File: config.mk
export PLATFORM = sky130hd
export DESIGN_NAME = i2c_addr_matcher
export DESIGN_NICKNAME = d
export VERILOG_FILES = /design/src/rtl/i2c_am_pkg.sv /design/src/rtl/i2c_am_sync.sv /design/src/rtl/i2c_am_cond.sv /design/src/rtl/i2c_am_shift.sv /design/src/rtl/i2c_am_ctrl.sv /design/src/rtl/i2c_addr_matcher.sv
export SDC_FILE = /design/constraint.sdc
export NUM_CORES = 1
export LEC_CHECK = 0
export BUFFER_PORTS_ARGS = -buffer_cell sky130_fd_sc_hd__buf_2
export CORE_AREA = 4 4 68 45
export CTS_CLUSTER_SIZE = 30
export DETAILED_ROUTE_END_ITERATION = 7
export DIE_AREA = 0 0 72 49
export PLACE_DENSITY = 0.7
export SLEW_MARGIN = 20
export SYNTH_ARGS = -nofsm -noshare
export SYNTH_HDL_FRONTEND = slang
export SYNTH_SLANG_ARGS = --single-unit
File: constraint.sdc
create_clock -name clk -period 1.5 [get_ports clk]
set_input_delay 0.3 -clock clk [delete_from_list [all_inputs] [get_ports clk]]
set_output_delay 0.3 -clock clk [all_outputs]
set_load 0.01 [all_outputs]
File: src/rtl/i2c_am_pkg.sv
package i2c_am_pkg;

  localparam int ADDR_W = 7;
  localparam int BYTE_W = ADDR_W + 1;

  typedef enum logic [1:0] {
    ST_IDLE    = 2'd0,
    ST_ADDR    = 2'd1,
    ST_ENGAGED = 2'd2
  } am_state_t;

  typedef struct packed {
    logic coin;
    logic ext;
    logic gcall;
    logic tenbit;
    logic rw;
  } am_class_t;

  function automatic logic is_ext_code(input logic [BYTE_W-1:0] b);
    return (b[BYTE_W-1 -: 4] == 4'b0000) || (b[BYTE_W-1 -: 4] == 4'b1111);
  endfunction

  function automatic logic is_coin(input logic [BYTE_W-1:0] b,
                                   input logic [ADDR_W-1:0] la);
    return b[BYTE_W-1:1] == la;
  endfunction

  function automatic logic is_gcall(input logic [BYTE_W-1:0] b);
    return b == '0;
  endfunction

  function automatic logic is_tenbit(input logic [BYTE_W-1:0] b);
    return b[BYTE_W-1 -: 5] == 5'b11110;
  endfunction

  function automatic am_class_t classify(input logic [BYTE_W-1:0] b,
                                        input logic [ADDR_W-1:0] la);
    am_class_t c;
    c.coin   = is_coin(b, la);
    c.ext    = is_ext_code(b);
    c.gcall  = is_gcall(b);
    c.tenbit = is_tenbit(b);
    c.rw     = b[0];
    return c;
  endfunction

endpackage

File: src/rtl/i2c_am_sync.sv
module i2c_am_sync #(
  parameter int W        = 2,
  parameter int STAGES   = 2,
  parameter logic RST_VAL = 1'b1
) (
  input  logic         clk,
  input  logic         rst,
  input  logic [W-1:0] d_i,
  output logic [W-1:0] q_o
);

  for (genvar g = 0; g < W; g++) begin : g_bit
    logic [STAGES-1:0] chain;
    always_ff @(posedge clk) begin
      if (rst) chain <= {STAGES{RST_VAL}};
      else     chain <= {chain[STAGES-2:0], d_i[g]};
    end
    assign q_o[g] = chain[STAGES-1];
  end

endmodule

File: src/rtl/i2c_am_cond.sv
module i2c_am_cond (
  input  logic clk,
  input  logic rst,
  input  logic scl_s,
  input  logic sda_s,
  output logic scl_rise,
  output logic scl_fall,
  output logic start_det,
  output logic stop_det
);

  logic scl_q, sda_q;

  always_ff @(posedge clk) begin
    if (rst) begin
      scl_q <= 1'b1;
      sda_q <= 1'b1;
    end else begin
      scl_q <= scl_s;
      sda_q <= sda_s;
    end
  end

  assign scl_rise  = scl_s & ~scl_q;
  assign scl_fall  = ~scl_s & scl_q;
  assign start_det = scl_s & scl_q & sda_q & ~sda_s;
  assign stop_det  = scl_s & scl_q & ~sda_q & sda_s;

endmodule

File: src/rtl/i2c_am_shift.sv
module i2c_am_shift #(
  parameter int N = 8
) (
  input  logic         clk,
  input  logic         rst,
  input  logic         clear,
  input  logic         shift_en,
  input  logic         bit_i,
  output logic [N-1:0] data_o,
  output logic         full_o
);

  localparam int CW = $clog2(N + 1);

  logic [CW-1:0] cnt;

  always_ff @(posedge clk) begin
    if (rst || clear) begin
      data_o <= '0;
      cnt    <= '0;
    end else if (shift_en && !full_o) begin
      data_o <= {data_o[N-2:0], bit_i};
      cnt    <= cnt + 1'b1;
    end
  end

  assign full_o = (cnt == CW'(N));

endmodule

File: src/rtl/i2c_am_ctrl.sv
module i2c_am_ctrl
  import i2c_am_pkg::*;
(
  input  logic              clk,
  input  logic              rst,
  input  logic              start_det,
  input  logic              stop_det,
  input  logic              release_i,
  input  logic              scl_fall,
  input  logic              byte_full,
  input  logic [BYTE_W-1:0] byte_i,
  input  logic [ADDR_W-1:0] local_addr,
  output am_state_t         state_o,
  output am_class_t         flags_o,
  output logic              irq_o
);

  am_class_t cls;
  logic      decide;

  assign cls    = classify(byte_i, local_addr);
  assign decide = (state_o == ST_ADDR) && byte_full && scl_fall;

  always_ff @(posedge clk) begin
    if (rst) begin
      state_o <= ST_IDLE;
      flags_o <= '0;
      irq_o   <= 1'b0;
    end else begin
      irq_o <= 1'b0;
      if (stop_det) begin
        state_o <= ST_IDLE;
        flags_o <= '0;
      end else if (start_det) begin
        state_o <= ST_ADDR;
        flags_o <= '0;
      end else if (release_i) begin
        state_o <= ST_IDLE;
      end else if (decide) begin
        if (cls.coin || cls.ext) begin
          flags_o <= cls;
          irq_o   <= 1'b1;
          state_o <= ST_ENGAGED;
        end else begin
          state_o <= ST_IDLE;
        end
      end
    end
  end

endmodule

File: src/rtl/i2c_addr_matcher.sv
module i2c_addr_matcher
  import i2c_am_pkg::*;
(
  input  logic              clk,
  input  logic              rst,
  input  logic              scl_i,
  input  logic              sda_i,
  input  logic [ADDR_W-1:0] local_addr_i,
  input  logic              release_i,
  output logic              irq_o,
  output logic              engaged_o,
  output logic              coin_o,
  output logic              ext_o,
  output logic              gcall_o,
  output logic              tenbit_o,
  output logic              rw_o
);

  localparam int SYNC_STAGES = 2;

  logic [1:0]        bus_s;
  logic              scl_s, sda_s;
  logic              scl_rise, scl_fall, start_det, stop_det;
  logic [BYTE_W-1:0] byte_q;
  logic              byte_full;
  logic              shift_en;
  am_state_t         state;
  am_class_t         flags;

  i2c_am_sync #(.W(2), .STAGES(SYNC_STAGES), .RST_VAL(1'b1)) u_sync (
    .clk (clk),
    .rst (rst),
    .d_i ({scl_i, sda_i}),
    .q_o (bus_s)
  );

  assign scl_s = bus_s[1];
  assign sda_s = bus_s[0];

  i2c_am_cond u_cond (
    .clk       (clk),
    .rst       (rst),
    .scl_s     (scl_s),
    .sda_s     (sda_s),
    .scl_rise  (scl_rise),
    .scl_fall  (scl_fall),
    .start_det (start_det),
    .stop_det  (stop_det)
  );

  assign shift_en = (state == ST_ADDR) && scl_rise;

  i2c_am_shift #(.N(BYTE_W)) u_shift (
    .clk      (clk),
    .rst      (rst),
    .clear    (start_det),
    .shift_en (shift_en),
    .bit_i    (sda_s),
    .data_o   (byte_q),
    .full_o   (byte_full)
  );

  i2c_am_ctrl u_ctrl (
    .clk        (clk),
    .rst        (rst),
    .start_det  (start_det),
    .stop_det   (stop_det),
    .release_i  (release_i),
    .scl_fall   (scl_fall),
    .byte_full  (byte_full),
    .byte_i     (byte_q),
    .local_addr (local_addr_i),
    .state_o    (state),
    .flags_o    (flags),
    .irq_o      (irq_o)
  );

  assign engaged_o = (state == ST_ENGAGED);
  assign coin_o    = flags.coin;
  assign ext_o     = flags.ext;
  assign gcall_o   = flags.gcall;
  assign tenbit_o  = flags.tenbit;
  assign rw_o      = flags.rw;

endmodule

==> reports/metrics.cfg <==
[worst_setup_path]
required_ps = 1710
worstSetupPathType = flip-flop to flip-flop
critical_path.startpoint_type = flip-flop
cp_max_fo = 3
end_kind = flip-flop
critPathArrivalTime_ps = 1740

[finish]
multi_input_area_um2 = 629
drive_gt1_share_pct = 37.8
antenna_cells = 0
syn_to_final_growth_pct = 29.1
num-nets-final = 172
fillCellCount = 213
seq_area_um2 = 524

[hold_path]
hp-class = input pin to flip-flop

[synth]
synth.distinct_cells = 32
postSynthCellCount = 126
ys_warn_count = 0
ys_seq_elements = 26
synth_area_mm2 = 0.00112
syn_nets = 140
ys_seq_area_share_pct = 46.6
syn_avg_cell_area_um2 = 8.86

[power]
pwr_density_cell_mw_per_mm2 = 800
clkPwrFrac_pct = 33.5
power_uw = 1150
p_switching_uw = 245
p_leak_uw = 0.000614
ir_worst_vdd_mv = 0.508
swShare_pct = 21.3
p_seq_share_pct = 61.0
p_int_uw = 907
combPwrFrac_pct = 5.5

[grt]
grt.met2_usage_pct = 19.8
grt_start_max_net_pins = 14
gr-total-overflow = 0
antenna_found_initial = 0
grt_use_total_pct = 13.3
grt_pass1_vias = 845
grt_use_met3_pct = 5.14
grt.busiest_layer = met2
grt_pass1_wl_mm = 3.76
met1_usage_pct = 17.9

[timing]
hold_viol = 0
hold_ws_ps = 208
grt_setup_unrepaired = yes
tns_ps = -60.6
min_period_ps = 1530
setup_viol = 2
slew_headroom_pct = 74.7
fmax_mhz = 652
fin_crit_sh_pct = 102
skew_ps = 2.98
worst_slack_ps = -33.6
tightestPinTransition_ps = 379
slew_viol_final = 0

[placed_design]
io_buffers = 18
pre_cts_slack_ps = -108
dp_hpwl_mm = 1.71
gp_congestion = 0.779

[clock_tree]
cts_root_buffer = clkbuf_8
cts_max_level = 1
cts_buffers = 3
cts_tree = yes
clk_latency_ps = 270
clock_path_buffers = 2
path_clk_slew_ps = 80
clock-sinks = 26
hold_buffers = 0

[route]
firstDrtPassIters = 4
drc = 0
routed_wirelength_mm = 2.28
wl_per_cell_um = 12.1
avgViaCountPerCell = 5.18
vias = 973
antenna_left = 0
drtIter0Drc = 47

[floorplanning]
core_mm2 = 0.00242
die_w_um = 72
die_y_um = 49
initial_core_util_pct = 46.2
io_pins = 19
die-area_mm2 = 0.00353
num_rows = 14

[outcome]
violations = negative setup slack
status = finished, violations left

[run]
drv_cap = 0

layout by cell type, fill, tap and decap left out, types with 4 or more instances in the layout:
cell	instances
a21oi_1	13
buf_2	18
buf_4	14
dfxtp_1	23
nand2_1	12
nand3_1	8
nor2_1	6
o21ai_0	4
or2_2	6
xor2_1	8
timing repair:
action	4_1_cts	5_1_grt
resized for setup	14	4
setup endpoints to repair	8	11
pin swaps	4	3
buffers inserted	2	2
synthesized netlist by cell type:
| cell type | number | area [um^2] |
|---|---|---|
| a21o_1 | 1 | 7.51 |
| a21oi_1 | 13 | 65.1 |
| a21oi_2 | 1 | 8.76 |
| a31o_2 | 1 | 8.76 |
| a31oi_1 | 1 | 6.26 |
| and2_4 | 1 | 8.76 |
| and3_1 | 2 | 12.5 |
| and4bb_2 | 1 | 12.5 |
| buf_2 | 3 | 15.0 |
| clkbuf_1 | 2 | 7.51 |
| dfxtp_1 | 26 | 521 |
| ha_1 | 2 | 25.0 |
| inv_1 | 3 | 11.3 |
| mux2i_1 | 2 | 20.0 |
| nand2_1 | 13 | 48.8 |
| nand2b_1 | 1 | 6.26 |
| nand3_1 | 9 | 45.0 |
| nand3b_1 | 2 | 15.0 |
| nand4_1 | 3 | 18.8 |
| nand4bb_1 | 1 | 11.3 |
| nor2_1 | 6 | 22.5 |
| nor2b_1 | 1 | 6.26 |
| nor3_1 | 2 | 10.0 |
| nor3b_1 | 1 | 7.51 |
| nor4_1 | 1 | 6.26 |
| o21ai_0 | 5 | 25.0 |
| o21ai_1 | 1 | 5.00 |
| or2_2 | 6 | 37.5 |
| or3_1 | 3 | 18.8 |
| or4_1 | 2 | 15.0 |
| xnor2_1 | 2 | 17.5 |
| xor2_1 | 8 | 70.1 |
path summary, 6_finish.rpt:
| check | start | end | slack, ps | cells after the start |
|---|---|---|---|---|
| worst min register to register | u_sync.g_bit[0].chain[0]$_SDFF_PP1_ | u_sync.g_bit[0].chain[1]$_SDFF_PP1_ | 410 | 1 |
| worst min-delay path | sda_i | u_sync.g_bit[0].chain[0]$_SDFF_PP1_ | 210 | 2 |
| worst max register to register | u_shift.cnt[0]$_SDFFE_PP0P_ | u_ctrl.flags_o[2]$_SDFFE_PP0P_ | -30 | 6 |
| worst max-delay path | u_shift.cnt[0]$_SDFFE_PP0P_ | u_ctrl.flags_o[2]$_SDFFE_PP0P_ | -30 | 6 |
power groups by stage:
stage	registers, uW	clock network (uW)	logic, uW
4_1_cts	703	393	62.1
5_1_grt	705	429	68.7
2_1_floorplan	718	0	34.4
3_5_place_dp	719	0	58.9
6_report	704	386	62.9
3_3_place_gp	719	0	58.0
per-stage QoR:
| stage | std cells | area, um^2 | util (%) |
|---|---|---|---|
| after global placement | 181 | 1300 | 53.7 |
| after detailed placement | 181 | 1300 | 53.7 |
| after CTS | 186 | 1400 | 58.1 |
| final | 188 | 1440 | 59.6 |
| after global routing | 188 | 1440 | 59.6 |
| after floorplan | 126 | 1120 | - |
per-layer routing:
| metal | up-vias | part of all wire [%] |
|---|---|---|
| li1 | 497 | - |
| met1 | 452 | 48 |
| met2 | 22 | 45 |
| met3 | 2 | 6.8 |
| met4 | 0 | 0.53 |
| met5 | - | 0 |
worst max-delay path, cell delays in order (launching register included):
cell	delay (ps)
dfxtp_2	330
inv_2	70
ha_4	120
nand3b_1	120
or3_1	380
or3_4	350
o21ai_1	120
final cells by class:
type	instances	area share [%]
Inverter	3	0.781
Clock buffer	3	2.86
Multi-Input combinational cell	92	43.7
Sequential cell	26	36.4
Tap cell	32	2.78
Timing Repair Buffer	32	13.5
logic make-up (layout without fill, tap and decap cells):
logic type               count (synthesis)  after routing  synth area share (%)
buffers and inverters                    8             38                  3.03
adder cells (fa/ha/maj)                  2              2                  2.24
multiplexers                             2              2                  1.79
AO/OA/AOI/OAI                           23             23                  11.3
AND/OR/NAND/NOR                         55             55                  27.1
flip-flops                              26             26                  46.6
XOR/XNOR                                10             10                  7.85
registers in the layout, summed over array words and instances (netlist names):
register            cells
u_ctrl.flags_o          5
u_ctrl.irq_o            1
u_cond.sda_q            1
u_sync.g_bit.chain      4
u_cond.scl_q            1
u_shift.cnt             4
u_shift.data_o          8
u_ctrl.state_o          2
Power figures use the tool's default switching activity.
